**src/rtl/smev_pkg.sv**
```systemverilog
package smev_pkg;
  localparam int WORD_W = 32;
  localparam int NSRC   = 5;

  // control bit positions in the enable word
  localparam int MASTER_POS = 0;
  localparam int ACK_POS    = 1;
  localparam int NOTIFY_POS = 7;

  // source indices
  localparam int SRC_RLS  = 0;
  localparam int SRC_SLP  = 1;
  localparam int SRC_CMD  = 2;
  localparam int SRC_WDOG = 3;
  localparam int SRC_PER  = 4;

  // bit shared by a source's enable and status
  function automatic int src_pos(input int idx);
    case (idx)
      SRC_RLS:  return 2;
      SRC_SLP:  return 4;
      SRC_CMD:  return 5;
      SRC_WDOG: return 13;
      default:  return 14;
    endcase
  endfunction

  function automatic logic [WORD_W-1:0] src_mask();
    logic [WORD_W-1:0] m;
    m = '0;
    for (int i = 0; i < NSRC; i++) m[src_pos(i)] = 1'b1;
    return m;
  endfunction

  function automatic logic [WORD_W-1:0] stored_en_mask();
    return src_mask() | (WORD_W'(1) << MASTER_POS);
  endfunction

  function automatic logic any_pending(input logic [WORD_W-1:0] sts,
                                       input logic [WORD_W-1:0] en);
    return |(sts & en & src_mask());
  endfunction
endpackage

```
**src/rtl/smev_snoop.sv**
```systemverilog
module smev_snoop
  import smev_pkg::*;
#(
  parameter int IO_AW = 16,
  parameter logic [IO_AW-1:0] CMD_PORT = 16'h00B2,
  parameter logic [IO_AW-1:0] PM_CTL_PORT = 16'h0404,
  parameter int SLP_BIT = 13
) (
  input  logic              io_wr,
  input  logic [IO_AW-1:0]  io_addr,
  input  logic [WORD_W-1:0] io_wdata,
  input  logic              rls_evt,
  input  logic              wdog_evt,
  input  logic              per_evt,
  output logic [NSRC-1:0]   raw_evt
);
  logic unused_wdata;
  assign unused_wdata = ^io_wdata;

  always_comb begin
    raw_evt           = '0;
    raw_evt[SRC_RLS]  = rls_evt;
    raw_evt[SRC_SLP]  = io_wr && (io_addr == PM_CTL_PORT) && io_wdata[SLP_BIT];
    raw_evt[SRC_CMD]  = io_wr && (io_addr == CMD_PORT);
    raw_evt[SRC_WDOG] = wdog_evt;
    raw_evt[SRC_PER]  = per_evt;
  end
endmodule

```
**src/rtl/smev_enreg.sv**
```systemverilog
module smev_enreg
  import smev_pkg::*;
#(
  parameter int ADDR_W = 8,
  parameter logic [ADDR_W-1:0] EN_OFF = 8'h30
) (
  input  logic              clk,
  input  logic              rst_n,
  input  logic              reg_wr,
  input  logic [ADDR_W-1:0] reg_addr,
  input  logic [WORD_W-1:0] reg_wdata,
  input  logic              fire,
  output logic [WORD_W-1:0] en_q,
  output logic              arm_q,
  output logic              ack_wr,
  output logic              os_req
);
  logic en_hit;
  assign en_hit = reg_wr && (reg_addr == EN_OFF);
  assign ack_wr = en_hit && reg_wdata[ACK_POS];

  always_ff @(posedge clk) begin
    if (!rst_n) begin
      en_q   <= '0;
      arm_q  <= 1'b1;
      os_req <= 1'b0;
    end else begin
      if (en_hit) en_q <= reg_wdata & stored_en_mask();
      os_req <= en_hit && reg_wdata[NOTIFY_POS];
      if (fire)        arm_q <= 1'b0;
      else if (ack_wr) arm_q <= 1'b1;
    end
  end
endmodule

```
**src/rtl/smev_status.sv**
```systemverilog
module smev_status
  import smev_pkg::*;
(
  input  logic              clk,
  input  logic              rst_n,
  input  logic [NSRC-1:0]   raw_evt,
  input  logic [NSRC-1:0]   src_en,
  input  logic [NSRC-1:0]   clr_vec,
  output logic [NSRC-1:0]   set_vec,
  output logic [WORD_W-1:0] sts_q
);
  logic [NSRC-1:0] bit_q;

  for (genvar g = 0; g < NSRC; g++) begin : g_src
    assign set_vec[g] = raw_evt[g] && src_en[g];
    always_ff @(posedge clk) begin
      if (!rst_n)          bit_q[g] <= 1'b0;
      else if (set_vec[g]) bit_q[g] <= 1'b1;
      else if (clr_vec[g]) bit_q[g] <= 1'b0;
    end
  end

  always_comb begin
    sts_q = '0;
    for (int i = 0; i < NSRC; i++) sts_q[src_pos(i)] = bit_q[i];
  end
endmodule

```
**src/rtl/smev_ctrl.sv**
```systemverilog
module smev_ctrl
  import smev_pkg::*;
#(
  parameter int ADDR_W = 8,
  parameter int IO_AW = 16,
  parameter logic [ADDR_W-1:0] EN_OFF = 8'h30,
  parameter logic [ADDR_W-1:0] STS_OFF = 8'h34,
  parameter logic [IO_AW-1:0] CMD_PORT = 16'h00B2,
  parameter logic [IO_AW-1:0] PM_CTL_PORT = 16'h0404,
  parameter int SLP_BIT = 13
) (
  input  logic              clk,
  input  logic              rst_n,
  input  logic              reg_wr,
  input  logic [ADDR_W-1:0] reg_addr,
  input  logic [WORD_W-1:0] reg_wdata,
  output logic [WORD_W-1:0] reg_rdata,
  input  logic              io_wr,
  input  logic [IO_AW-1:0]  io_addr,
  input  logic [WORD_W-1:0] io_wdata,
  input  logic              rls_evt,
  input  logic              wdog_evt,
  input  logic              per_evt,
  output logic              smi_n,
  output logic              os_req
);
  logic [NSRC-1:0]   raw_evt, src_en, clr_vec, set_vec;
  logic [WORD_W-1:0] en_q, sts_q;
  logic              arm_q, ack_wr, pending, fire, smi_act, sts_hit;

  smev_snoop #(
    .IO_AW(IO_AW), .CMD_PORT(CMD_PORT), .PM_CTL_PORT(PM_CTL_PORT), .SLP_BIT(SLP_BIT)
  ) u_snoop (
    .io_wr(io_wr), .io_addr(io_addr), .io_wdata(io_wdata),
    .rls_evt(rls_evt), .wdog_evt(wdog_evt), .per_evt(per_evt),
    .raw_evt(raw_evt)
  );

  smev_enreg #(.ADDR_W(ADDR_W), .EN_OFF(EN_OFF)) u_enreg (
    .clk(clk), .rst_n(rst_n), .reg_wr(reg_wr), .reg_addr(reg_addr),
    .reg_wdata(reg_wdata), .fire(fire), .en_q(en_q), .arm_q(arm_q),
    .ack_wr(ack_wr), .os_req(os_req)
  );

  assign sts_hit = reg_wr && (reg_addr == STS_OFF);

  always_comb begin
    for (int i = 0; i < NSRC; i++) begin
      src_en[i]  = en_q[src_pos(i)];
      clr_vec[i] = sts_hit && reg_wdata[src_pos(i)];
    end
  end

  smev_status u_status (
    .clk(clk), .rst_n(rst_n), .raw_evt(raw_evt), .src_en(src_en),
    .clr_vec(clr_vec), .set_vec(set_vec), .sts_q(sts_q)
  );

  // interrupt line: fires once per arm, held until acknowledged
  assign pending = any_pending(sts_q, en_q);
  assign fire    = en_q[MASTER_POS] && arm_q && pending;

  always_ff @(posedge clk) begin
    if (!rst_n)      smi_act <= 1'b0;
    else if (fire)   smi_act <= 1'b1;
    else if (ack_wr) smi_act <= 1'b0;
  end
  assign smi_n = ~smi_act;

  always_comb begin
    if (reg_addr == EN_OFF)       reg_rdata = en_q | (WORD_W'(arm_q) << ACK_POS);
    else if (reg_addr == STS_OFF) reg_rdata = sts_q;
    else                          reg_rdata = '0;
  end
endmodule

```
**config.mk**
```make
export PLATFORM = sky130hd
export DESIGN_NAME = smev_ctrl
export DESIGN_NICKNAME = d
export VERILOG_FILES = /design/src/rtl/smev_pkg.sv /design/src/rtl/smev_snoop.sv /design/src/rtl/smev_enreg.sv /design/src/rtl/smev_status.sv /design/src/rtl/smev_ctrl.sv
export SDC_FILE = /design/constraint.sdc
export NUM_CORES = 1
export LEC_CHECK = 0
export ABC_AREA = 1
export BUFFER_PORTS_ARGS = -buffer_cell sky130_fd_sc_hd__clkbuf_2
export CORE_MARGIN = 2
export CORE_UTILIZATION = 25
export DETAILED_ROUTE_END_ITERATION = 12
export GPL_ROUTABILITY_DRIVEN = 0
export GPL_TIMING_DRIVEN = 0
export PLACE_DENSITY = 0.68
export SETUP_SLACK_MARGIN = 0.02
export SLEW_MARGIN = 25
export SYNTH_ARGS = -nofsm -noshare
export SYNTH_HDL_FRONTEND = slang
export SYNTH_SLANG_ARGS = --single-unit
```
**constraint.sdc**
```tcl
create_clock -name clk -period 0.86 [get_ports clk]
set_clock_uncertainty 0.1 [all_clocks]
set_input_delay 0.129 -clock clk [delete_from_list [all_inputs] [get_ports clk]]
set_output_delay 0.129 -clock clk [all_outputs]
set_load 0.005 [all_outputs]
```
Word-level counts from Yosys, hierarchy flattened --
Index checks and enable logic that the tools add are counted. W data, S select, Z words.
Operators by class: equal/unequal tests 4, muxes and demuxes 16, bitwise logic cells 3, reductions and logical operators 26
Operators with widths (number):
- $mux W32 | 1
- $logic_and A1 B1 Y1 | 19
- $eq A16 B11 Y1 const B | 1
- $eq A16 B8 Y1 const B | 1
- $eq A8 B6 Y1 const B | 2
- $and A15 B15 Y15 | 1
- $mux W15 | 1
- $or A15 B2 Y15 | 1
- $mux W1 | 14
- $reduce_bool A2 Y1 | 6
- $reduce_or A5 Y1 | 1
- $not A1 Y1 | 1
Storage, ports and cells: bits in registers 14, input port bits 95, output and inout bits 34, word-level logic and storage cells 58

Longest topological paths before layout --
Gate-level depths: netlist of the first run.
depth in word-level cells 5, depth in mapped cells 8, gate-level depth less buffers 8

Cells and area by module --
A second synthesis of the first run with hierarchy kept.
Unflattened totals: cell total of the unflattened synthesis 324, area total of the unflattened synthesis 1876.8 µm²
By module, submodules not included:
- smev_ctrl | times used 1, cells an instance 144, area each 723.2 µm², sequential area each 20.0 µm²
- smev_enreg | times used 1, cells an instance 92, area each 614.3 µm², sequential area each 160.2 µm²
- smev_status | times used 1, cells an instance 59, area each 410.4 µm², sequential area each 100.1 µm²
- smev_snoop | times used 1, cells an instance 29, area each 128.9 µm², sequential area each 0.0 µm²

Worst setup path before layout of the first run --
OpenSTA, ideal clock, no wires.
kind input to output, from input reg_addr[5], to output reg_rdata[13], arrival time 0.711 ns, data required time 0.631 ns, path slack -0.080 ns, stages 6, buffers on the path 1, cells stage by stage nand2_1 inv_1 nand2_2 nor2_4 buf_6 a22o_2
Between the ends: cells in the longest elaborated chain, start to end 3, elaborated cells on any way between the ends 4, classes of those cells eq/ne (2); mux (2)
RTL lines:
- from (decl) | RTL line smev_ctrl.sv:15 | input logic [ADDR_W-1:0] reg_addr,
- $eq A8 B6 Y1 | RTL line smev_ctrl.sv:72 | else if (reg_addr == STS_OFF) reg_rdata = sts_q;
- $mux W15 | RTL line smev_ctrl.sv:72
- $mux W32 (*) | RTL line smev_ctrl.sv:71 | if (reg_addr == EN_OFF) reg_rdata = en_q | (WORD_W'(arm_q) << ACK_POS);
- to (decl) | RTL line smev_ctrl.sv:17 | output logic [WORD_W-1:0] reg_rdata,
Every way passes the cells marked *; elsewhere a longest branch is shown, timed or not.

Worst setup path in the final report of the first run --
from register u_enreg.en_q[5], to output reg_rdata[5]
Between the ends: cells in the longest elaborated chain, start to end 2
RTL lines:
- from (decl) | RTL line smev_enreg.sv:13 | output logic [WORD_W-1:0] en_q,
- from (signal assigned) | RTL line smev_enreg.sv:28 | if (en_hit) en_q <= reg_wdata & stored_en_mask();
- $or A15 B2 Y15 | RTL line smev_ctrl.sv:71
- $mux W32 | RTL line smev_ctrl.sv:71
No other way between the ends.

==> impl_metrics.json, run 1 <==
{
  "outcome": "complete, but fails checks",
  "viasPerCell": 4.024,
  "grt_pass1_wl_mm": 4.574,
  "clk_latency_ns": 0.25,
  "cts_buffers": 3,
  "num_rows": 22,
  "syn-mean-instance-area_um2": 6.746,
  "p_per_area_nw_per_um2": 895.9,
  "hpwl_mm": 1.950,
  "maxCapViolCount": 0,
  "crit_path_max_incr_delay_ns": 0.33,
  "insertedDiodeCount": 0,
  "fmaxAchievable_ghz": 0.8462,
  "clock-sinks": 14,
  "endpoint_kind": "output port",
  "cts_buffer_depth": 2,
  "grt_setup_unrepaired": "yes",
  "place_area_um2": 1418,
  "p_leak_nw": 0.8988,
  "die_area_um2": 4515,
  "drive_gt1_share_pct": 57.74,
  "ys_seq_area_share_pct": 28.07,
  "path_buf_inv": 1,
  "htree_levels": 1,
  "start_kind": "flop",
  "crit_arrival_ns": 0.95,
  "violations": "setup timing",
  "ir_worst_vdd_mv": 0.4744,
  "firstDrtPassIters": 4,
  "cts_tree": "built",
  "routedWlPerCell_um": 10.41,
  "worstMarginPinSlew_ns": 0.5688,
  "drt-initial-drc-count": 53,
  "cp_max_fo": 2,
  "core-area_um2": 3744,
  "slew_headroom_pct": 62.08,
  "grt_max_degree": 11,
  "cts-root-buf": "clkbuf_8",
  "vias": 1155,
  "totalPowerFinal_mw": 1.625,
  "setup-violations-final": 22,
  "critical_path_required_ns": 0.63,
  "whs_ns": 0.008652,
  "post-route-util_pct": 48.46,
  "post_synth_num_cell_types": 19,
  "place_ws_ns": -0.3408,
  "final.setup.worst_slack_ns": -0.3217,
  "hold_viol_final": 0,
  "drc": 0,
  "grt_pass1_vias": 1108,
  "path_clk_slew_ns": 0.06,
  "ys.warnings.count": 0,
  "post_synth_main_area_contributors": "dfxtp_1 (28%), buf_4 (20%), nand2_1 (13%)",
  "synth_top_area_cell": "dfxtp_1",
  "post-route-period-util_pct": 137.4,
  "setup.worst_path.class": "reg2out",
  "num_io_pins": 129,
  "area_growth_pct": 81.70,
  "grt_remaining_overflow": 0,
  "drt-total-wl_mm": 2.988,
  "antenna_found_initial": 0,
  "port_buffers": 48,
  "grtUsageTotal_pct": 13.44,
  "cp_cell_sequence": "a22o_4 > buf_6",
  "die_w_um": 67.20,
  "ant_nets": 0,
  "critPathSlowestCell": "dfxtp_2",
  "crit_family": "flip-flops",
  "ys_ff_latch": 14,
  "min_period_ns": 1.182,
  "synthesis.area_um2": 998.5,
  "die_h_um": 67.20,
  "syn_inst": 148,
  "yosysTopAreaCellShare_pct": 28.07,
  "final_nets": 335,
  "hold_path_class": "in2reg",
  "slew_viol_final": 0,
  "initial_core_util_pct": 26.67,
  "final_cell_area_um2": 1814
}
registers in the layout, indices dropped and copies added (netlist names):
register,count
smi_act,1
u_enreg.en_q,6
u_enreg.arm_q,1
u_status.sts_q,5
u_enreg.os_req,1
metrics by stage:
step | cells | TNS, ns
finish | 287 | -3.492
global route | 287 | -4.658
CTS | 287 | -3.581
detailed placement | 268 | -5.759
global placement | 268 | -5.648
floorplan | 172 | -0.8879
worst min-delay path: stages:
cell      delay (ns)
clkbuf_2        0.08
nand2_1         0.05
a21oi_1         0.05
cell type report:
| type | count | area (um2) |
|---|---|---|
| multi-input cells | 121 | 708.2 |
| plain buffers | 28 | 210.2 |
| repair buffers | 63 | 456.7 |
| well taps | 48 | 60.06 |
| inverters | 9 | 33.78 |
| flip-flops and latches | 14 | 290.3 |
| fillers | 380 | 1929 |
| clock buffers | 4 | 55.05 |
cell families (layout without fill, tap and decap cells):
kind of cell | Yosys count | in the layout | share of synthesized area, %
DFF | 14 | 14 | 28.07
buffers and inverters | 37 | 104 | 24.44
AOI/OAI and AO/OA | 18 | 18 | 11.28
and+or+nand+nor | 78 | 78 | 35.84
other | 1 | 25 | 0.3756
final timing paths:
kind	from	end	slack [ns]	cells after the start
hold reg to reg	u_enreg.en_q[0]	u_enreg.en_q[0]	0.37	2
setup reg to reg	u_enreg.en_q[2]	smi_act	-0.20	5
setup / recovery	u_enreg.en_q[5]	reg_rdata[5]	-0.32	2
hold / removal	per_evt	u_status.sts_q[14]	0.009	3
metal layers:
metal	track usage (%)	share of wire, %
met2	23.39	51
met3	4.167	9.6
met4	6.122	1.4
met5	0	0
met1	14.92	38
cell usage in the layout (no fill, tap or decap), types with 2 or more instances in the layout:
master         Yosys  routed
buf_2              0       2
clkbuf_8           0       4
nand3_1           18      12
or2_2              2       2
a21oi_2            0       4
dlygate4sd3_1      0       2
nand2_4            0       3
nor2_4             3       4
dfxtp_2            0       8
nand2_1           34      24
clkbuf_2           0      37
dfxtp_1           14       6
buf_6              1      18
a21oi_1           12       8
a22o_4             0       4
nor2_2             2       3
buf_4             26      30
conb_1             1      25
nor2_1            15      13
inv_2              0       2
inv_1              9       7
nand3_2            0       5
nand2_2            2       9
synthesized netlist by cell type (all sizes together):
cell    count
nand3b      1
clkbuf      1
o21ai       1
nor2       20
nor3        1
inv         9
conb        1
nand2      36
o21bai      1
dfxtp      14
buf        27
or2         2
a22o        4
nand3      18
a21oi      12
power breakdown:
part / switching, mW / internal [mW]
clock: 0.245 / 0.406
sequential: 0.000473 / 0.649
combinational: 0.140 / 0.184
total: 0.386 / 1.24
timing repair:
| item | 4_1_cts | 5_1_grt |
|---|---|---|
| pin swaps | 16 | 17 |
| gates resized for setup | 21 | 42 |
| hold buffers | 2 | 0 |
| buffers inserted | 13 | 5 |
| hold endpoints to repair | 2 | 0 |
| cloned | 0 | 0 |
| endpoints found under the setup margin | 22 | 23 |
(Power assumes the default switching activity.)
==> run 2, diff against run 1 <==
--- a/config.mk
+++ b/config.mk
@@ -14,6 +14,7 @@
 export GPL_TIMING_DRIVEN = 0
 export PLACE_DENSITY = 0.68
 export SETUP_SLACK_MARGIN = 0.02
+export SKIP_CTS_REPAIR_TIMING = 1
 export SLEW_MARGIN = 25
 export SYNTH_ARGS = -nofsm -noshare
 export SYNTH_HDL_FRONTEND = slang
==> run 2 against run 1 <==
  * The flow finishes with violations (hold timing, setup timing)
  * Sequential power is 1% lower
  * Flip-flop and latch count stayed put
  * Largest cell class unchanged
  * Clock power is 0.8% lower
  * Power is 1.6% lower
  * Cell count is 1.7% lower
==> impl_metrics.json, run 2 (synthesis gave the netlist of run 1 again) <==
{
  "outcome": "complete, but fails checks",
  "violations": "hold timing, setup timing",
  "post-route-period-util_pct": 138.7,
  "antenna_found_initial": 0,
  "crit_family": "flip-flops",
  "path_buf_inv": 1,
  "crit_arrival_ns": 0.96,
  "final_nets": 330,
  "vias": 1111,
  "final.setup.worst_slack_ns": -0.3328,
  "slew_headroom_pct": 63.53,
  "crit_path_max_incr_delay_ns": 0.36,
  "die_area_um2": 4515,
  "min_period_ns": 1.193,
  "setup_tns_ns": -3.373,
  "fillCellCount": 384,
  "htree_levels": 1,
  "drt-initial-drc-count": 36,
  "final_common_cell": "clkbuf_2",
  "routedWlPerCell_um": 9.777,
  "p_leak_nw": 0.8483,
  "port_buffers": 48,
  "largest_reg_flops": 6,
  "num_rows": 22,
  "worstMarginPinSlew_ns": 0.5471,
  "maxCapViolCount": 0,
  "grt_max_degree": 11,
  "grt_pass1_wl_mm": 3.884,
  "grtUsageTotal_pct": 11.31,
  "hold_path_class": "in2reg",
  "cp-startpoint": "u_enreg.en_q[5]",
  "hold_start": "reg_wdata[7]",
  "ant_nets": 0,
  "setup-violations-final": 22,
  "num_io_pins": 129,
  "start_kind": "flop",
  "post_layout_nonfiller_instances": 282,
  "fmaxAchievable_ghz": 0.8383,
  "clock-sinks": 14,
  "hpwl_mm": 1.950,
  "cp_max_fo": 4,
  "initial_core_util_pct": 26.67,
  "area_growth_pct": 69.55,
  "grt_setup_unrepaired": "yes",
  "place_ws_ns": -0.3408,
  "cts_buffers": 3,
  "grt_pass1_vias": 946,
  "insertedDiodeCount": 0,
  "regMostFlops": "u_enreg.en_q",
  "cts_buffer_depth": 2,
  "whs_ns": -0.01547,
  "totalPowerFinal_mw": 1.599,
  "viasPerCell": 3.940,
  "drt-total-wl_mm": 2.757,
  "critical_path_required_ns": 0.63,
  "cts-root-buf": "clkbuf_8",
  "drc": 0,
  "grt_remaining_overflow": 0,
  "cp_cell_sequence": "a22o_4 > buf_6",
  "slew_viol_final": 0,
  "dp.cells": 268,
  "r2r-start": "u_enreg.en_q[2]",
  "die_h_um": 67.20,
  "p_per_area_nw_per_um2": 944.6,
  "setup.worst_path.class": "reg2out",
  "clk_latency_ns": 0.25,
  "core-area_um2": 3744,
  "drive_gt1_share_pct": 52.56,
  "hold_viol_final": 1,
  "multi_input_area_um2": 681.9,
  "firstDrtPassIters": 4,
  "endpoint_kind": "output port",
  "cts_tree": "built",
  "critPathSlowestCell": "dfxtp_4",
  "path_clk_slew_ns": 0.06,
  "final_cell_mix": "clkbuf_2 (40), buf_4 (32), nand2_1 (30)",
  "die_w_um": 67.20,
  "seqCellArea_um2": 296.5,
  "ir_worst_vdd_mv": 0.4295
}
[run 2: cell type report]
class	count	share of cell area, %
Sequential cell	14	17.52
Clock buffer	4	3.252
Timing Repair Buffer	57	20.99
Inverter	9	1.996
Tap cell	48	3.548
Multi-Input combinational cell	122	40.28
Buffer	28	12.42
[run 2: power breakdown]
group / total [mW] / leakage, nW / switching [mW] / internal, mW
clock network: 0.647 / 0.0288 / 0.241 / 0.406
registers: 0.640 / 0.117 / 0.000517 / 0.640
logic: 0.312 / 0.702 / 0.137 / 0.175
[run 2: metrics by stage]
| stage | cell area [um2] | utilization, % |
|---|---|---|
| floorplan | 1117 | - |
| global placement | 1418 | 37.87 |
| detailed placement | 1418 | 37.87 |
| CTS | 1473 | 39.34 |
| global route | 1693 | 45.22 |
| finish | 1693 | 45.22 |
[run 2: tightest hold or removal path: cells and delay by family]
kind	cells	cell delay, ns
AND/OR/NAND/NOR	2	0.09
buffers and inverters	1	0.08
[run 2: worst paths after layout]
check	to	slack (ns)	depth (start not counted)
setup / recovery	reg_rdata[5]	-0.33	2
hold / removal	u_enreg.os_req	-0.02	3
setup reg to reg	smi_act	-0.16	5
hold reg to reg	smi_act	0.38	2
[run 2: metal layers]
| metal | GRT usage, % | up-vias | share of wire [%] |
|---|---|---|---|
| li1 | - | 599 | - |
| met1 | 13.30 | 453 | 42 |
| met2 | 18.94 | 54 | 46 |
| met3 | 3.667 | 5 | 10 |
| met4 | 4.592 | 0 | 1.5 |
| met5 | 0 | - | 0 |
